[src/rtl/pff_pkg.sv]
package pff_pkg;
    localparam int PIX_W = 8;
    localparam int ACC_W = 18;
    localparam int FRAC  = 8;

    typedef logic signed [ACC_W-1:0] acc_t;

    localparam acc_t Y_MAX = 18'sd247;
    localparam acc_t U_LIM = 18'sd102;
    localparam acc_t V_LIM = 18'sd107;
    localparam acc_t ROUND = acc_t'(18'sd1 <<< (FRAC - 1));

    // Fixed-point matrix weights (scaled by 2**FRAC)
    localparam acc_t KY_R = 18'sd74;
    localparam acc_t KY_G = 18'sd146;
    localparam acc_t KY_B = 18'sd28;
    localparam acc_t KU_R = -18'sd34;
    localparam acc_t KU_G = -18'sd68;
    localparam acc_t KU_B = 18'sd102;
    localparam acc_t KV_R = 18'sd107;
    localparam acc_t KV_G = -18'sd90;
    localparam acc_t KV_B = -18'sd17;

    typedef enum logic [2:0] {
        CODE_RGB_RD    = 3'b000,
        CODE_RGB_BOTH  = 3'b001,
        CODE_RGB_LD    = 3'b010,
        CODE_RGB_NONE  = 3'b011,
        CODE_YUV_LD    = 3'b100,
        CODE_YUV_PLAIN = 3'b101,
        CODE_RSV_A     = 3'b110,
        CODE_RSV_B     = 3'b111
    } code_e;

    typedef struct packed {
        logic [PIX_W-1:0] a;
        logic [PIX_W-1:0] b;
        logic [PIX_W-1:0] c;
    } pix_t;

    typedef struct packed {
        logic yuv;
        logic rgb_dith;
        logic luma_dith;
        logic rsvd;
    } mode_t;

    function automatic mode_t decode_mode(input logic [2:0] code);
        mode_t m;
        m = '0;
        case (code_e'(code))
            CODE_RGB_RD:    m.rgb_dith = 1'b1;
            CODE_RGB_BOTH:  begin m.rgb_dith = 1'b1; m.luma_dith = 1'b1; end
            CODE_RGB_LD:    m.luma_dith = 1'b1;
            CODE_RGB_NONE:  m = '0;
            CODE_YUV_LD:    begin m.yuv = 1'b1; m.luma_dith = 1'b1; end
            CODE_YUV_PLAIN: m.yuv = 1'b1;
            default: begin
                m.rgb_dith  = 1'b1;
                m.luma_dith = 1'b1;
                m.rsvd      = 1'b1;
            end
        endcase
        return m;
    endfunction

    function automatic logic [PIX_W-1:0] clamp_luma(input acc_t x);
        if (x[ACC_W-1])  return '0;
        if (x > Y_MAX)   return Y_MAX[PIX_W-1:0];
        return x[PIX_W-1:0];
    endfunction

    function automatic logic [PIX_W-1:0] clamp_sym(input acc_t x, input acc_t lim);
        acc_t nlim;
        nlim = -lim;
        if (x > lim)  return lim[PIX_W-1:0];
        if (x < nlim) return nlim[PIX_W-1:0];
        return x[PIX_W-1:0];
    endfunction
endpackage

[src/rtl/pff_capture.sv]
module pff_capture
    import pff_pkg::*;
(
    input  logic             clk,
    input  logic             rst,
    input  logic [2:0]       fmt_code,
    input  logic [PIX_W-1:0] chan_a,
    input  logic [PIX_W-1:0] chan_b,
    input  logic [PIX_W-1:0] chan_c,
    output pix_t             pix_q,
    output mode_t            mode_q
);
    always_ff @(posedge clk) begin
        if (rst) begin
            pix_q  <= '0;
            mode_q <= '0;
        end else begin
            pix_q  <= '{a: chan_a, b: chan_b, c: chan_c};
            mode_q <= decode_mode(fmt_code);
        end
    end

    // Reserved flag follows the top two code bits of the previous cycle
    p_reserved_flag_r7: assert property (@(posedge clk) disable iff (rst)
        !$past(rst) |-> (mode_q.rsvd == ($past(fmt_code[2:1]) == 2'b11)));
endmodule

[src/rtl/pff_dither.sv]
module pff_dither
    import pff_pkg::*;
#(
    parameter int                LFSR_W    = 16,
    parameter int                DITH_W    = 2,
    parameter logic [LFSR_W-1:0] LFSR_TAPS = 16'hB400,
    parameter logic [LFSR_W-1:0] LFSR_SEED = 16'hACE1
) (
    input  logic  clk,
    input  logic  rst,
    input  pix_t  pix_in,
    input  mode_t mode_in,
    output pix_t  pix_q,
    output mode_t mode_q
);
    localparam int NCH     = 3;
    localparam int SUM_W   = PIX_W + 2;
    localparam int OFS_MIN = -(2 ** (DITH_W - 1));
    localparam int OFS_MAX = (2 ** (DITH_W - 1)) - 1;
    localparam logic signed [SUM_W-1:0] SAT_HI = $signed({2'b00, {PIX_W{1'b1}}});

    logic [LFSR_W-1:0]          lfsr;
    logic                       en;
    logic [NCH-1:0][PIX_W-1:0]  ch_in;
    logic [NCH-1:0][PIX_W-1:0]  ch_dith;
    logic [NCH-1:0][PIX_W-1:0]  ch_q;

    assign en    = mode_in.rgb_dith & ~mode_in.yuv;
    assign ch_in = pix_in;
    assign ch_q  = pix_q;

    // Free-running Galois LFSR; NCH*DITH_W must not exceed LFSR_W
    always_ff @(posedge clk) begin
        if (rst)          lfsr <= LFSR_SEED;
        else if (lfsr[0]) lfsr <= (lfsr >> 1) ^ LFSR_TAPS;
        else              lfsr <= lfsr >> 1;
    end

    for (genvar k = 0; k < NCH; k++) begin : g_ch
        logic signed [DITH_W-1:0] ofs;
        logic signed [SUM_W-1:0]  sum;
        assign ofs = lfsr[k*DITH_W +: DITH_W];
        assign sum = $signed({2'b00, ch_in[k]})
                   + $signed({{(SUM_W-DITH_W){ofs[DITH_W-1]}}, ofs});
        assign ch_dith[k] = sum[SUM_W-1] ? '0 :
                            (sum > SAT_HI) ? {PIX_W{1'b1}} : sum[PIX_W-1:0];

        p_dither_bounded_r8: assert property (@(posedge clk) disable iff (rst)
            (!$past(rst) && $past(en)) |->
            ((int'(ch_q[k]) - int'($past(ch_in[k])) >= OFS_MIN) &&
             (int'(ch_q[k]) - int'($past(ch_in[k])) <= OFS_MAX)));
    end

    always_ff @(posedge clk) begin
        if (rst) begin
            pix_q  <= '0;
            mode_q <= '0;
        end else begin
            pix_q  <= en ? pix_t'(ch_dith) : pix_in;
            mode_q <= mode_in;
        end
    end

    p_dither_off_exact_r9: assert property (@(posedge clk) disable iff (rst)
        (!$past(rst) && !$past(en)) |-> (pix_q == $past(pix_in)));
endmodule

[src/rtl/pff_matrix.sv]
module pff_matrix
    import pff_pkg::*;
(
    input  logic             clk,
    input  logic             rst,
    input  pix_t             pix_in,
    input  mode_t            mode_in,
    output logic [PIX_W-1:0] y_out,
    output logic [PIX_W-1:0] u_out,
    output logic [PIX_W-1:0] v_out,
    output mode_t            mode_o
);
    acc_t  r_ext, g_ext, b_ext, u_raw, v_raw;
    acc_t  acc_y, acc_u, acc_v;
    acc_t  sh_y, sh_u, sh_v;
    mode_t mode_s;

    assign r_ext = $signed({{(ACC_W-PIX_W){1'b0}}, pix_in.a});
    assign g_ext = $signed({{(ACC_W-PIX_W){1'b0}}, pix_in.b});
    assign b_ext = $signed({{(ACC_W-PIX_W){1'b0}}, pix_in.c});
    assign u_raw = $signed({{(ACC_W-PIX_W){pix_in.c[PIX_W-1]}}, pix_in.c});
    assign v_raw = $signed({{(ACC_W-PIX_W){pix_in.b[PIX_W-1]}}, pix_in.b});

    // Stage A: products and sums, or raw samples on the bypass path
    always_ff @(posedge clk) begin
        if (rst) begin
            acc_y  <= '0;
            acc_u  <= '0;
            acc_v  <= '0;
            mode_s <= '0;
        end else begin
            mode_s <= mode_in;
            if (mode_in.yuv) begin
                acc_y <= r_ext;
                acc_u <= u_raw;
                acc_v <= v_raw;
            end else begin
                acc_y <= KY_R * r_ext + KY_G * g_ext + KY_B * b_ext;
                acc_u <= KU_R * r_ext + KU_G * g_ext + KU_B * b_ext;
                acc_v <= KV_R * r_ext + KV_G * g_ext + KV_B * b_ext;
            end
        end
    end

    // Stage B: rounding (matrix path only) and range clamping (all paths)
    assign sh_y = mode_s.yuv ? acc_y : (acc_y + ROUND) >>> FRAC;
    assign sh_u = mode_s.yuv ? acc_u : (acc_u + ROUND) >>> FRAC;
    assign sh_v = mode_s.yuv ? acc_v : (acc_v + ROUND) >>> FRAC;

    always_ff @(posedge clk) begin
        if (rst) begin
            y_out  <= '0;
            u_out  <= '0;
            v_out  <= '0;
            mode_o <= '0;
        end else begin
            y_out  <= clamp_luma(sh_y);
            u_out  <= clamp_sym(sh_u, U_LIM);
            v_out  <= clamp_sym(sh_v, V_LIM);
            mode_o <= mode_s;
        end
    end

    acc_t u_chk, v_chk;
    assign u_chk = acc_t'($signed(u_out));
    assign v_chk = acc_t'($signed(v_out));

    p_y_bound_r3: assert property (@(posedge clk) disable iff (rst)
        y_out <= Y_MAX[PIX_W-1:0]);
    p_u_bound_r4: assert property (@(posedge clk) disable iff (rst)
        (u_chk <= U_LIM) && (u_chk >= -U_LIM));
    p_v_bound_r4: assert property (@(posedge clk) disable iff (rst)
        (v_chk <= V_LIM) && (v_chk >= -V_LIM));
    p_bypass_luma_r2: assert property (@(posedge clk) disable iff (rst)
        (!$past(rst) && !$past(rst, 2) && mode_o.yuv &&
         ($past(pix_in.a, 2) <= Y_MAX[PIX_W-1:0])) |->
        (y_out == $past(pix_in.a, 2)));
endmodule

[src/rtl/pix_format_front.sv]
module pix_format_front
    import pff_pkg::*;
#(
    parameter int                LFSR_W    = 16,
    parameter int                DITH_W    = 2,
    parameter logic [LFSR_W-1:0] LFSR_TAPS = 16'hB400,
    parameter logic [LFSR_W-1:0] LFSR_SEED = 16'hACE1
) (
    input  logic       clk,
    input  logic       rst,
    input  logic [2:0] fmt_code,
    input  logic [7:0] chan_a,
    input  logic [7:0] chan_b,
    input  logic [7:0] chan_c,
    output logic [7:0] y_out,
    output logic [7:0] u_out,
    output logic [7:0] v_out,
    output logic       yuv_mode_out,
    output logic       rgb_dither_out,
    output logic       luma_dither_out,
    output logic       code_reserved_out
);
    pix_t  cap_pix, dth_pix;
    mode_t cap_mode, dth_mode, out_mode;

    pff_capture u_capture (
        .clk      (clk),
        .rst      (rst),
        .fmt_code (fmt_code),
        .chan_a   (chan_a),
        .chan_b   (chan_b),
        .chan_c   (chan_c),
        .pix_q    (cap_pix),
        .mode_q   (cap_mode)
    );

    pff_dither #(
        .LFSR_W    (LFSR_W),
        .DITH_W    (DITH_W),
        .LFSR_TAPS (LFSR_TAPS),
        .LFSR_SEED (LFSR_SEED)
    ) u_dither (
        .clk     (clk),
        .rst     (rst),
        .pix_in  (cap_pix),
        .mode_in (cap_mode),
        .pix_q   (dth_pix),
        .mode_q  (dth_mode)
    );

    pff_matrix u_matrix (
        .clk     (clk),
        .rst     (rst),
        .pix_in  (dth_pix),
        .mode_in (dth_mode),
        .y_out   (y_out),
        .u_out   (u_out),
        .v_out   (v_out),
        .mode_o  (out_mode)
    );

    assign yuv_mode_out      = out_mode.yuv;
    assign rgb_dither_out    = out_mode.rgb_dith;
    assign luma_dither_out   = out_mode.luma_dith;
    assign code_reserved_out = out_mode.rsvd;

    p_reserved_as_both_r7: assert property (@(posedge clk) disable iff (rst)
        code_reserved_out |-> (rgb_dither_out && luma_dither_out && !yuv_mode_out));
    p_yuv_no_rgb_dither_r6: assert property (@(posedge clk) disable iff (rst)
        yuv_mode_out |-> (!rgb_dither_out && !code_reserved_out));
    p_reset_clears_r10: assert property (@(posedge clk)
        rst |=> (y_out == 8'd0 && u_out == 8'd0 && v_out == 8'd0 &&
                 !yuv_mode_out && !rgb_dither_out && !luma_dither_out &&
                 !code_reserved_out));
endmodule

[config.mk]
export PLATFORM = sky130hd
export DESIGN_NAME = pix_format_front
export DESIGN_NICKNAME = d
export VERILOG_FILES = /design/src/rtl/pff_pkg.sv /design/src/rtl/pff_capture.sv /design/src/rtl/pff_dither.sv /design/src/rtl/pff_matrix.sv /design/src/rtl/pix_format_front.sv
export SDC_FILE = /design/constraint.sdc
export NUM_CORES = 1
export LEC_CHECK = 0
export ABC_AREA = 1
export BUFFER_PORTS_ARGS = -buffer_cell sky130_fd_sc_hd__buf_2
export CORE_ASPECT_RATIO = 0.8
export CORE_MARGIN = 2
export CORE_UTILIZATION = 39
export DETAILED_ROUTE_END_ITERATION = 16
export GPL_TIMING_DRIVEN = 0
export SLEW_MARGIN = 20
export SYNTH_ARGS = -nofsm -noshare
export SYNTH_HDL_FRONTEND = slang
export SYNTH_SLANG_ARGS = --single-unit
[constraint.sdc]
create_clock -name clk -period 15.44 [get_ports clk]
set_input_delay 1.544 -clock clk [delete_from_list [all_inputs] [get_ports clk]]
set_output_delay 1.544 -clock clk [all_outputs]
set_load 0.1 [all_outputs]
; ---- Word level (Yosys, flattened, before mapping)
; Cells that the tools add are included.
; W data, S select, Z words.
[totals]
ff_bits = 158
output_inout_bits = 28
elab_cells = 118
[op_classes]
n_addsub = 12
multipliers = 9
n_lt_le_gt_ge = 8
n_eq_ne = 5
muxes = 45
bitwise_logic = 3
n_reduce_logical = 6
[ops]
columns = operator, count
row1 = $mux W8, 19
row2 = $add A18 B18 Y18, 5
row3 = $mux W18, 5
row4 = $add A18 B9 Y18 const B, 3
row5 = $mul A6 B9 Y15 const A, 3
row6 = $gt A18 B8 Y1 const B, 2
row7 = $lt A18 B8 Y1 const B, 2
row8 = $add A9 B2 Y10, 3
row9 = $gt A10 B9 Y1 const B, 3
row10 = $mul A7 B8 Y15 const A, 2
row11 = $mul A6 B8 Y14 const A, 2
row12 = $mux W24, 1
row13 = $mux W1, 19
row14 = $add A18 B14 Y18, 1
row15 = $gt A18 B9 Y1 const B, 1
row16 = $mul A7 B9 Y16 const A, 1
row17 = $mux W16, 1
row18 = $mul A3 B8 Y11 const A, 1
row19 = $eq A3 B2 Y1 const B, 2
row20 = $eq A3 B3 Y1 const B, 2
row21 = $reduce_or A6 Y1, 1
row22 = $not A3 Y4, 1
row23 = $reduce_or A2 Y1, 2
row24 = $reduce_or A4 Y1, 1
row25 = 5 further kinds, 5

; ---- Longest topological paths before layout
; Gate-level depths: netlist (run 1).
[depth]
depth_word = 9
ltp_mapped = 30

; ---- By module
; Synthesis (run 1) repeated with hierarchy kept, for this count alone.
[unflattened]
cells_unflattened = 2428
area_unflattened_um2 = 18622.9
[by_module_without_submodules]
columns = module, n_inst, cells_each, area_each_um2, seq_area_each_um2
row1 = pff_matrix, 1, 1882, 14666.6, 1701.6
row2 = pff_dither, 1, 449, 3091.7, 880.8
row3 = pff_capture, 1, 97, 864.6, 560.5

; ---- Least setup slack after synthesis (run 1)
; No wires, ideal clock.
[synth_path]
path_kind = register to register
startpoint = reg u_dither.pix_q[5] in the netlist's numbering
endpoint = reg u_matrix.acc_v[17]
setup_time_ns = 0.124
t_arrival_ns = 5.355
t_required_ns = 15.316
slack_ns = 9.961
path_stages_with_launch = 28
path_buffers = 0
path_cell_list = dfxtp_1 -> inv_1 -> fa_1 -> inv_1 -> fa_1 -> inv_1 -> fa_1 -> inv_1 -> ha_1 -> ha_1 -> nand2_1 -> o21ai_0 -> nand4_1 -> nand2_1 -> nand2_1 -> nand2_1 -> a21oi_1 -> xor2_1 -> fa_1 -> inv_1 -> ha_1 -> a21o_1 -> nand3_1 -> nand2_1 -> a21oi_1 -> nand3_1 -> nand3_1 -> nand2_1
[synth_between]
elab_chain_len = 3
[synth_lines]
columns = item, line_no
row1 = start: declaration, pff_dither.sv:13  ; output pix_t pix_q,
row2 = start signal: assignment, pff_dither.sv:59  ; pix_q <= en ? pix_t'(ch_dith) : pix_in;
row3 = $mul A6 B9 Y15, pff_matrix.sv:40  ; acc_v <= KV_R * r_ext + KV_G * g_ext + KV_B * b_ext;
row4 = $add A18 B18 Y18, pff_matrix.sv:40
row5 = $mux W18, pff_matrix.sv:33  ; if (mode_in.yuv) begin
row6 = end signal: assignment, pff_matrix.sv:36  ; acc_v <= v_raw;
row7 = end signal: assignment, pff_matrix.sv:40
row8 = end: declaration, pff_matrix.sv:14  ; acc_t acc_y, acc_u, acc_v;
; Every way passes these cells.
; A chain may end at the register's enable or synchronous reset.

; ---- Final worst setup path (run 1)
[layout_path]
startpoint = reg u_dither.pix_q[13] in the netlist's numbering
endpoint = reg u_matrix.acc_u[16]
[layout_between]
elab_chain_len = 4
[layout_lines]
columns = item, line_no
row1 = $mul A6 B9 Y15, pff_matrix.sv:39  ; acc_u <= KU_R * r_ext + KU_G * g_ext + KU_B * b_ext;
row2 = $add A18 B18 Y18 (2 in series), pff_matrix.sv:39
row3 = $mux W18, pff_matrix.sv:33
row4 = end signal: assignment, pff_matrix.sv:35  ; acc_u <= u_raw;
row5 = end signal: assignment, pff_matrix.sv:39
row6 = end: declaration, pff_matrix.sv:14
; Every way passes these cells.

==> results of run 1 <==
[through the flow]
stage / setup slack, ns / util (%) / std cells
after floorplan: 9.96 / - / 2442
after global placement: 9.00 / 41.7 / 3117
after detailed placement: 9.03 / 41.7 / 3117
after CTS: 8.98 / 42.9 / 3149
after global routing: 8.54 / 42.9 / 3149
final: 8.91 / 42.9 / 3150
[worst paths after layout]
| check | startpoint | endpoint |
|---|---|---|
| setup / recovery | u_dither.pix_q[13]$_SDFF_PP0_ | u_matrix.acc_u[16]$_SDFF_PP0_ |
| hold reg to reg | u_matrix.mode_s[1]$_SDFF_PP0_ | u_matrix.mode_o[1]$_SDFF_PP0_ |
| setup reg to reg | u_dither.pix_q[13]$_SDFF_PP0_ | u_matrix.acc_u[16]$_SDFF_PP0_ |
| hold / removal | u_matrix.mode_s[1]$_SDFF_PP0_ | u_matrix.mode_o[1]$_SDFF_PP0_ |
[cells by family (layout without fill, tap and decap cells)]
| group | after synthesis | after routing |
|---|---|---|
| AOI/OAI and AO/OA | 378 | 378 |
| xor gates and xnor gates | 110 | 110 |
| adders and majority gates | 473 | 473 |
| buffers and inverters | 527 | 614 |
| DFF | 157 | 157 |
| muxes | 2 | 2 |
| other | 0 | 1 |
| and+or+nand+nor | 795 | 795 |
[metal layers]
| metal | global-route usage, % | vias up |
|---|---|---|
| met5 | 0 | - |
| met3 | 5.68 | 63 |
| met1 | 28.8 | 7259 |
| li1 | - | 7980 |
| met4 | 5.30 | 0 |
| met2 | 30.6 | 369 |
[cells in the final DEF (no fill, tap or decap), drive strengths merged]
cell type / count
a211oi: 2
a21boi: 6
a21o: 10
a21oi: 210
a22oi: 1
a31oi: 4
and2: 5
buf: 62
clkbuf: 37
clkinv: 6
clkinvlp: 1
dfxtp: 157
diode: 1
fa: 133
ha: 340
inv: 508
mux2i: 2
nand2: 444
nand3: 127
nand3b: 7
nand4: 25
nor2: 154
nor3: 17
nor4: 1
o2111ai: 8
o211ai: 4
o21a: 1
o21ai: 100
o21bai: 10
o221ai: 2
o22ai: 15
o31ai: 5
or2: 15
xnor2: 46
xor2: 64
[area by class of cell]
class / instances / area (um2) / share of cell area (%)
antenna: 1 / 2.50 / 0.0124
buffer: 27 / 121 / 0.602
clock buffer: 17 / 425 / 2.11
clock inverter: 15 / 126 / 0.627
inverter: 500 / 1880 / 9.32
multi-input combinational: 1758 / 13400 / 66.5
sequential: 157 / 3140 / 15.6
tap: 620 / 776 / 3.85
timing repair buffer: 55 / 275 / 1.37
[flip-flops by register name, indices dropped and copies added, names as in the netlist, 8 cells and up]
name and cells:
u_matrix.acc_v 18, u_matrix.y_out 8, u_capture.pix_q 24, u_dither.pix_q 24
u_matrix.acc_y 17, u_dither.lfsr 16, u_matrix.u_out 8, u_matrix.acc_u 18
u_matrix.v_out 8
[worst min-delay path, stage by stage (launching register included)]
cell and delay [ns]:
dfxtp_1 0.30, inv_1 0.04, nor2_1 0.03
[power breakdown]
part | internal [mW] | switching, mW | leakage, nW
combinational | 0.915 | 1.74 | 9.45
sequential | 0.496 | 0.0710 | 1.30
clock | 0.211 | 0.188 | 0.275
total | 1.62 | 2.00 | 11.0
==> metrics.md, run 1 <==
| Metric | Value |
|---|---|
| Cells after Synth | `2442` |
| Static Leak | `11.0 nW` |
| Slew headroom | `43.1%` |
| DP Area | `0.0196 mm2` |
| Total number of vias | `15700` |
| P&R area growth vs syn | `8.65%` |
| CTS sink count | `157` |
| Synth area leaders | `ha_1, dfxtp_1, fa_1, inv_1, nand2_1` |
| Post-synthesis cell type count | `52` |
| CP bufs+invs | `4` |
| Met1 wire length | `24100 um` |
| Routability congestion estimate from global placement | `0.926` |
| DR pass1 iterations | `6` |
| Slew Limit Fails | `0` |
| Setup violators final | `0` |
| Post-synthesis mux area share | `0.108%` |
| Crit path required time | `15.78 ns` |
| Post-synth top area cell | `ha_1` |
| Hold WS | `0.402 ns` |
| Initial core utilization | `39.5%` |
| Seq cells post-synth | `157` |
| Synth Cell Area | `0.0186 mm2` |
| Post-Route WL | `48800 um` |
| Synth Area in XOR/XNOR | `5.23%` |
| Drt drc | `0` |
| Top cell type's share of synthesized area | `22.9%` |
| Compound-Gate Fraction of Synth Area | `11.2%` |
| Biggest cell delay along the critical path | `0.68 ns` |
| Post-CTS sizing | `0` |
| Slowest-stage cell, CP | `dfxtp_1` |
| Die W | `248 um` |
| Global-route wire length before repair | `78100 um` |
| Critical Path, Cell by Cell | `inv_1 > fa_1 > inv_1 > fa_1 > inv_1 > fa_1 > inv_1 > ha_1 > ha_1 > a21oi_1 > o21ai_0 > a21oi_1 > xor2_1 > fa_1 > ha_1 > a21oi_1 > o21ai_0 > a21oi_1 > o21ai_0 > or2_0 > nand3_1 > nand2_1` |
| YS warnings | `0` |
| Clk_lat worst skew | `0.46 ns` |
| Die ar. | `0.0494 mm2` |
| Global route overflow | `0` |
| FF-to-FF path depth | `22` |
| Setup bufs post-CTS | `0` |
| Design Area, Final | `0.0202 mm2` |
| Sequential element share of the synthesized area | `16.9%` |
| CP Capture Type | `flop` |
| Die Y | `199 um` |
| Met3 routed WL | `3500 um` |
| Met2 routed WL | `20400 um` |
| FFs w/ async S/R, synth | `0%` |
| VDD IR max | `0.221 mV` |
| Top post-synthesis cells by count | `inv_1, nand2_1, ha_1` |
| Slew of the pin with the lowest slew margin | `0.854 ns` |
| Setup TNS Final | `0 ns` |
| Post-layout min period | `6.53 ns` |
| Post-synth EDFFs | `0` |
| Main combinational cell family by area after synthesis | `adder cells` |
| Main synth FF type | `dfxtp_1` |
| Synth Area in Simple Gates | `18.5%` |
| Cell family with most CP delay | `adder cells` |
| Pwr Density | `180 mW/mm2` |
| CTS tree | `yes` |
| Crit path max fanout | `7` |
| Adder-Cell Fraction of Synth Area | `37.3%` |
| # IOs | `57` |
| Vias in the first global route | `15000` |
| Largest net degree at the start of global routing | `17` |
| ANT nets after route | `0` |
| Outcome | `complete, no violations` |
| Clk slew on worst S/H paths | `0.07 ns` |
| Routed length per instance | `15.5 um` |
| Hold buffers post-CTS | `0` |
| Fmax | `153 MHz` |
| HPWL Detailed | `42100 um` |
| Crit path launch type | `flop` |
| Setup Crit Path Kind | `reg -> reg` |
| Final hold violation count | `0` |
| DR vias/cell | `4.97` |
| PnR Total Power | `3.62 mW` |
| Worst path depth | `22` |
| Reg2Reg Setup Slack | `8.91 ns` |
| Syn Area/Cell | `7.60 um2` |
| Max H-tree Level | `4` |
| Inserted Clock Buffers | `17` |
| Hold crit path type | `reg -> reg` |
| # rows | `71` |
| Gr usage total | `20.4%` |
| Post-route clock period utilization | `42.3%` |
| Net count reported at finish | `3018` |
| WP data arrival | `6.87 ns` |
| I/O Buffers | `55` |
| Max Cap Viol | `0` |
| Highest Signal Layer | `met4` |
| Initial drt markers | `1027` |
| CTS Buffer Depth | `2` |
| Clk_skew | `0.0125 ns` |
| # fillers | `4805` |
| Syn nets | `2944` |
| Clk root buf | `clkbuf_16` |
| Share of cells above drive strength 1 | `5.65%` |
| RSZ-0062 raised after global routing | `no` |
| Core area | `0.0470 mm2` |
| Count leader, synth | `inv_1` |
| Hold-critical path depth | `2` |
| Antenna violations before repair | `2` |
Note: power is estimated with default switching activity, not from simulation.
==> run 2: changes to the inputs <==
==> constraint.sdc (replaced) <==
create_clock -name clk -period 6.4 [get_ports clk]
set_input_delay 0.64 -clock clk [delete_from_list [all_inputs] [get_ports clk]]
set_output_delay 0.64 -clock clk [all_outputs]
set_load 0.1 [all_outputs]
==> metrics.md, run 2 (same netlist as run 1, synthesis figures left out) <==
| Metric | Value |
|---|---|
| Outcome | `complete, no violations` |
| FF-to-FF path depth | `23 (+4.5%)` |
| WP data arrival | `6.43 ns (-0.44 ns)` |
| ANT nets after route | `0 (unchanged)` |
| Reg2Reg Setup Slack | `0.30 ns (-8.61 ns)` |
| Share of cells above drive strength 1 | `6.71% (+1.1 points)` |
| Post-Route WL | `49000 um (+0.33%)` |
| Fmax | `164 MHz (+7.1%)` |
| Inserted Clock Buffers | `17 (unchanged)` |
| Clk root buf | `clkbuf_16` |
| Post-route clock period utilization | `95.2% (+53 points)` |
| Setup Crit Path Kind | `reg -> reg` |
| Hold crit path type | `in -> reg` |
| Placed Cells | `3117 (unchanged)` |
| Initial drt markers | `880 (-14%)` |
| Post-layout min period | `6.10 ns (-0.432 ns)` |
| Most common cell after layout, fill and taps aside | `inv_1` |
| Clk slew on worst S/H paths | `0.07 ns (about the same)` |
| Clk_lat worst skew | `0.46 ns (about the same)` |
| CP Capture Type | `flop` |
| CTS sink count | `157 (unchanged)` |
| Static Leak | `11.1 nW (+0.31%)` |
| DR pass1 iterations | `5 (-1)` |
| RSZ-0062 raised after global routing | `yes` |
| Crit path max fanout | `7 (unchanged)` |
| P&R area growth vs syn | `9.22%` |
| Routability congestion estimate from global placement | `0.926 (unchanged)` |
| Pwr Density | `433 mW/mm2 (+140%)` |
| Vias in the first global route | `15000 (unchanged)` |
| Die ar. | `0.0494 mm2 (unchanged)` |
| Final non-filler cell total | `3154 (+0.13%)` |
| Crit path required time | `6.74 ns (-9.04 ns)` |
| # rows | `71 (unchanged)` |
| Slew of the pin with the lowest slew margin | `0.865 ns (+0.0107 ns)` |
| Total number of vias | `15700 (+0.38%)` |
| Global-route wire length before repair | `78100 um (unchanged)` |
| Max H-tree Level | `4 (unchanged)` |
| Worst setup path end | `u_matrix.acc_u[16]$_SDFF_PP0_` |
| Clk_skew | `0.0148 ns (+0.00231 ns)` |
| Die W | `248 um (unchanged)` |
| R2R Path Start | `u_dither.pix_q[9]$_SDFF_PP0_` |
| Slew Limit Fails | `0 (unchanged)` |
| Antenna violations before repair | `2 (unchanged)` |
| Top flop regs | `u_capture.pix_q: 24 flops, u_dither.pix_q: 24 flops` |
| Core area | `0.0470 mm2 (unchanged)` |
| Worst R2R End | `u_matrix.acc_u[16]$_SDFF_PP0_` |
| # IOs | `57 (unchanged)` |
| Layout Utilization | `43.1% (+0.22 points)` |
| CTS tree | `yes` |
| Final hold violation count | `0 (unchanged)` |
| CTS Buffer Depth | `2 (unchanged)` |
| HPWL Detailed | `42100 um (unchanged)` |
| Setup violators final | `0 (unchanged)` |
| Crit path launch type | `flop` |
| DR vias/cell | `4.99 (+0.26%)` |
| I/O Buffers | `55 (unchanged)` |
| Slew headroom | `42.4% (-0.71 points)` |
| Commonest cells after routing, fill and taps aside | `inv_1, nand2_1, ha_1` |
| Design Area, Final | `0.0203 mm2 (+0.52%)` |
| Die Y | `199 um (unchanged)` |
| Max Cap Viol | `0 (unchanged)` |
| Worst setup path startpoint | `u_dither.pix_q[9]$_SDFF_PP0_` |
| DP Area | `0.0196 mm2 (unchanged)` |
| VDD IR max | `0.534 mV (+140%)` |
| Largest net degree at the start of global routing | `17 (unchanged)` |
| Drt drc | `0 (unchanged)` |
| Routed length per instance | `15.5 um (+0.20%)` |
| Global route overflow | `0 (unchanged)` |
| Initial core utilization | `39.5% (unchanged)` |
| Net count reported at finish | `3022 (+0.13%)` |
| Gr usage total | `20.4% (unchanged)` |
==> run 2: cell count changes in the layout (fill, tap and decap cells not counted), sizes merged <==
cell and change:
clkinvlp +2, buf +4, inv -2
==> run 2: layer usage <==
layer	vias up	GRT usage, %	wire length [um]
met5	-	0	0
li1	7990	-	-
met3	58	5.68	3440
met1	7296	28.8	24300
met4	0	5.30	855
met2	387	30.6	20400
==> run 2: worst min-delay path by stage <==
stage                                  start                        endpoint  cells after the start
2_1_floorplan   u_dither.lfsr[15]$_SDFF_PP1_    u_dither.lfsr[14]$_SDFF_PP0_                      2
3_3_place_gp   u_dither.mode_q[2]$_SDFF_PP0_   u_matrix.mode_s[2]$_SDFF_PP0_                      2
3_5_place_dp   u_dither.mode_q[2]$_SDFF_PP0_   u_matrix.mode_s[2]$_SDFF_PP0_                      2
4_1_cts                            chan_a[1]  u_capture.pix_q[17]$_SDFF_PP0_                      3
5_1_grt                            chan_a[3]  u_capture.pix_q[19]$_SDFF_PP0_                      3
6_report                           chan_a[1]  u_capture.pix_q[17]$_SDFF_PP0_                      3
==> run 2: power breakdown <==
part	leakage (nW)	internal (mW)	total, mW	switching [mW]
clock network	0.275	0.508	0.963	0.455
logic	9.48	2.22	6.45	4.23
registers	1.31	1.20	1.37	0.174
==> run 2: through the flow <==
stage / power [mW] / setup WS, ns / setup TNS (ns) / hold slack, ns
floorplan: 6.15 / 0.921 / 0 / 0.388
global placement: 7.63 / -0.0430 / -0.0430 / 0.389
detailed placement: 7.66 / -0.00522 / -0.00522 / 0.392
CTS: 8.68 / 0.00669 / 0 / 0.348
global route: 9.70 / -0.0462 / -0.0469 / 0.366
finish: 8.79 / 0.304 / 0 / 0.373
==> run 2: layout make-up <==
type | count | area, um2
Clock buffer | 17 | 425
Antenna cell | 1 | 2.50
Tap cell | 620 | 776
Sequential cell | 157 | 3170
Buffer | 27 | 121
Clock inverter | 15 | 126
Inverter | 500 | 1890
Multi-Input combinational cell | 1758 | 13500
Fill cell | 4800 | 26700
Timing Repair Buffer | 59 | 305
==> run 2: what timing repair did <==
item | in CTS | in global routing
buffers inserted | 0 | 4
hold buffers | 0 | 0
endpoints found under the setup margin | 1 | 12
pin swaps | 0 | 0
gates resized for setup | 1 | 29
==> run 2: worst max-delay path, cell delays in order, from the launching register on <==
cell     delay, ns
dfxtp_1       0.62
inv_1         0.22
ha_1          0.40
fa_1          0.52
inv_1         0.06
fa_1          0.53
inv_1         0.04
ha_1          0.28
ha_1          0.36
a21oi_1       0.22
o21ai_0       0.13
a21oi_1       0.28
o21ai_0       0.19
xnor2_2       0.21
fa_1          0.52
inv_1         0.04
ha_1          0.39
a21oi_1       0.27
o31ai_1       0.09
a21oi_1       0.11
o21ai_1       0.13
or2_0         0.22
nand3_1       0.07
nand2_1       0.06
==> run 3: changes to the inputs <==
--- a/config.mk
+++ b/config.mk
@@ -12,6 +12,7 @@
 export CORE_UTILIZATION = 39
 export DETAILED_ROUTE_END_ITERATION = 16
 export GPL_TIMING_DRIVEN = 0
+export SETUP_SLACK_MARGIN = 0.4
 export SLEW_MARGIN = 20
 export SYNTH_ARGS = -nofsm -noshare
 export SYNTH_HDL_FRONTEND = slang
==> metrics.md, run 3 (same netlist as run 1, synthesis figures left out) <==
| Metric | Value |
|---|---|
| P&R area growth vs syn | `12.2%` |
| Inserted Clock Buffers | `17 (unchanged)` |
| Die W | `248 um (unchanged)` |
| Clk_skew | `0.0125 ns (-0.00226 ns)` |
| Commonest cells after routing, fill and taps aside | `inv_1, nand2_1, ha_1` |
| CTS Buffer Depth | `2 (unchanged)` |
| Setup Crit Path Kind | `reg -> reg` |
| Reg2Reg Setup Slack | `0.62 ns (+0.31 ns)` |
| Placed Cells | `3117 (unchanged)` |
| HPWL Detailed | `42100 um (unchanged)` |
| CTS sink count | `157 (unchanged)` |
| DR pass1 iterations | `8 (+3)` |
| Hold-critical path depth | `3 (unchanged)` |
| WP data arrival | `6.10 ns (-0.33 ns)` |
| Net count reported at finish | `3062 (+1.3%)` |
| DP Area | `0.0196 mm2 (unchanged)` |
| Hold_sp | `chan_a[1]` |
| # rows | `71 (unchanged)` |
| Clk_lat worst skew | `0.46 ns (about the same)` |
| Initial core utilization | `39.5% (unchanged)` |
| Crit path required time | `6.71 ns (-0.03 ns)` |
| Crit-path most repeated cell | `inv_1` |
| VDD IR max | `0.534 mV (about the same)` |
| Vias in the first global route | `15100 (+0.24%)` |
| Slew Limit Fails | `0 (unchanged)` |
| Routed length per instance | `15.6 um (+0.48%)` |
| Pwr Density | `432 mW/mm2 (-0.24%)` |
| DR vias/cell | `4.97 (-0.33%)` |
| Outcome | `complete, no violations` |
| Most common cell after layout, fill and taps aside | `inv_1` |
| Slowest-stage cell, CP | `fa_1` |
| Slew headroom | `42.3% (about the same)` |
| Static Leak | `11.3 nW (+1.9%)` |
| Hold crit path type | `in -> reg` |
| Biggest cell delay along the critical path | `0.53 ns (-0.09 ns)` |
| Top flop regs | `u_capture.pix_q: 24 flops, u_dither.pix_q: 24 flops` |
| Clk root buf | `clkbuf_16` |
| Post-route clock period utilization | `90.4% (-4.9 points)` |
| Global route overflow | `0 (unchanged)` |
| Die Y | `199 um (unchanged)` |
| Crit path launch type | `flop` |
| Initial drt markers | `895 (+1.7%)` |
| RSZ-0062 raised after global routing | `no` |
| Final non-filler cell total | `3194 (+1.3%)` |
| # IOs | `57 (unchanged)` |
| Crit path max fanout | `5 (-2)` |
| Die ar. | `0.0494 mm2 (unchanged)` |
| Worst setup path startpoint | `u_dither.pix_q[12]$_SDFF_PP0_` |
| Post-layout min period | `5.78 ns (-0.311 ns)` |
| R2R Path Start | `u_dither.pix_q[12]$_SDFF_PP0_` |
| Slew of the pin with the lowest slew margin | `0.865 ns (+0.000506 ns)` |
| Design Area, Final | `0.0208 mm2 (+2.8%)` |
| Cell family with most CP delay | `adder cells` |
| Drt drc | `0 (unchanged)` |
| WHS Endpoint | `u_capture.pix_q[17]$_SDFF_PP0_` |
| Worst path depth | `28 (+22%)` |
| ANT nets after route | `0 (unchanged)` |
| Hold WS | `0.376 ns (+0.00354 ns)` |
| CP Capture Type | `flop` |
| Setup violators final | `0 (unchanged)` |
| Clk slew on worst S/H paths | `0.07 ns (about the same)` |
| FF-to-FF path depth | `28 (+22%)` |
| Antenna violations before repair | `2 (unchanged)` |
| Max Cap Viol | `0 (unchanged)` |
| Fmax | `173 MHz (+5.4%)` |
| Core area | `0.0470 mm2 (unchanged)` |
| Global-route wire length before repair | `78200 um (+0.19%)` |
| Largest net degree at the start of global routing | `17 (unchanged)` |
| Share of cells above drive strength 1 | `10.1% (+3.4 points)` |
| Total number of vias | `15900 (+0.93%)` |
| Routability congestion estimate from global placement | `0.926 (unchanged)` |
| Final hold violation count | `0 (unchanged)` |
| Max H-tree Level | `4 (unchanged)` |
| Post-Route WL | `49800 um (+1.7%)` |
| CTS tree | `yes` |
| Hold buffers post-CTS | `0 (unchanged)` |
| Gr usage total | `20.5% (+0.040 points)` |
| CP bufs+invs | `7 (+3)` |
| I/O Buffers | `55 (unchanged)` |
| Worst R2R End | `u_matrix.acc_u[15]$_SDFF_PP0_` |
[run 3: cell types whose count changed in the layout (fill, tap and decap cells not counted), sizes merged]
cell / previous run / this run
buf: 66 / 106
clkinvlp: 3 / 12
inv: 506 / 497
[run 3: worst min-delay path, delay by kind of cell]
family        cells  cell delay (ns)
simple gates      1             0.06
buf+inv           2             0.10
[run 3: area by class of cell]
class                      instances  area [um2]
fill                            4755       26200
multi-input combinational       1758       13600
sequential                       157        3200
inverter                         500        1920
tap                              620         776
timing repair buffer              99         606
clock buffer                      17         425
clock inverter                    15         126
buffer                            27         121
antenna                            1        2.50
[run 3: power by group]
group	total, mW	internal, mW	switching (mW)
Clock	0.961	0.508	0.453
Combinational	6.68	2.33	4.35
Sequential	1.37	1.20	0.169
[run 3: metrics by stage]
step	setup WS (ns)	utilization [%]	power [mW]	setup TNS, ns
floorplan	0.921	-	6.15	0
global placement	-0.0430	41.7	7.63	-0.0430
detailed placement	-0.00522	41.7	7.66	-0.00522
CTS	0.402	43.1	8.70	0
global route	0.365	44.3	9.92	0
finish	0.616	44.3	9.01	0
[run 3: routing by layer]
layer	vias to the layer above	share of wire, %	track usage [%]
met1	7317	49	28.8
met3	68	7.5	5.72
li1	8080	-	-
met4	0	2.0	5.68
met5	-	0	0
met2	413	42	30.6
[run 3: worst max path at each step]
stage / to / slack (ns)
after floorplan: u_matrix.acc_v[17]$_SDFF_PP0_ / 0.92
after global placement: u_matrix.acc_u[16]$_SDFF_PP0_ / -0.04
after detailed placement: u_matrix.acc_u[16]$_SDFF_PP0_ / -0.005
after CTS: u_matrix.acc_v[15]$_SDFF_PP0_ / 0.40
after global routing: u_matrix.acc_u[17]$_SDFF_PP0_ / 0.36
final: u_matrix.acc_u[15]$_SDFF_PP0_ / 0.62
[run 3: what timing repair did]
item	4_1_cts	5_1_grt
endpoints found under the hold margin	0	0
setup endpoints to repair	12	12
gates resized for setup	31	71
pin swaps	2	10
buffers inserted	2	42
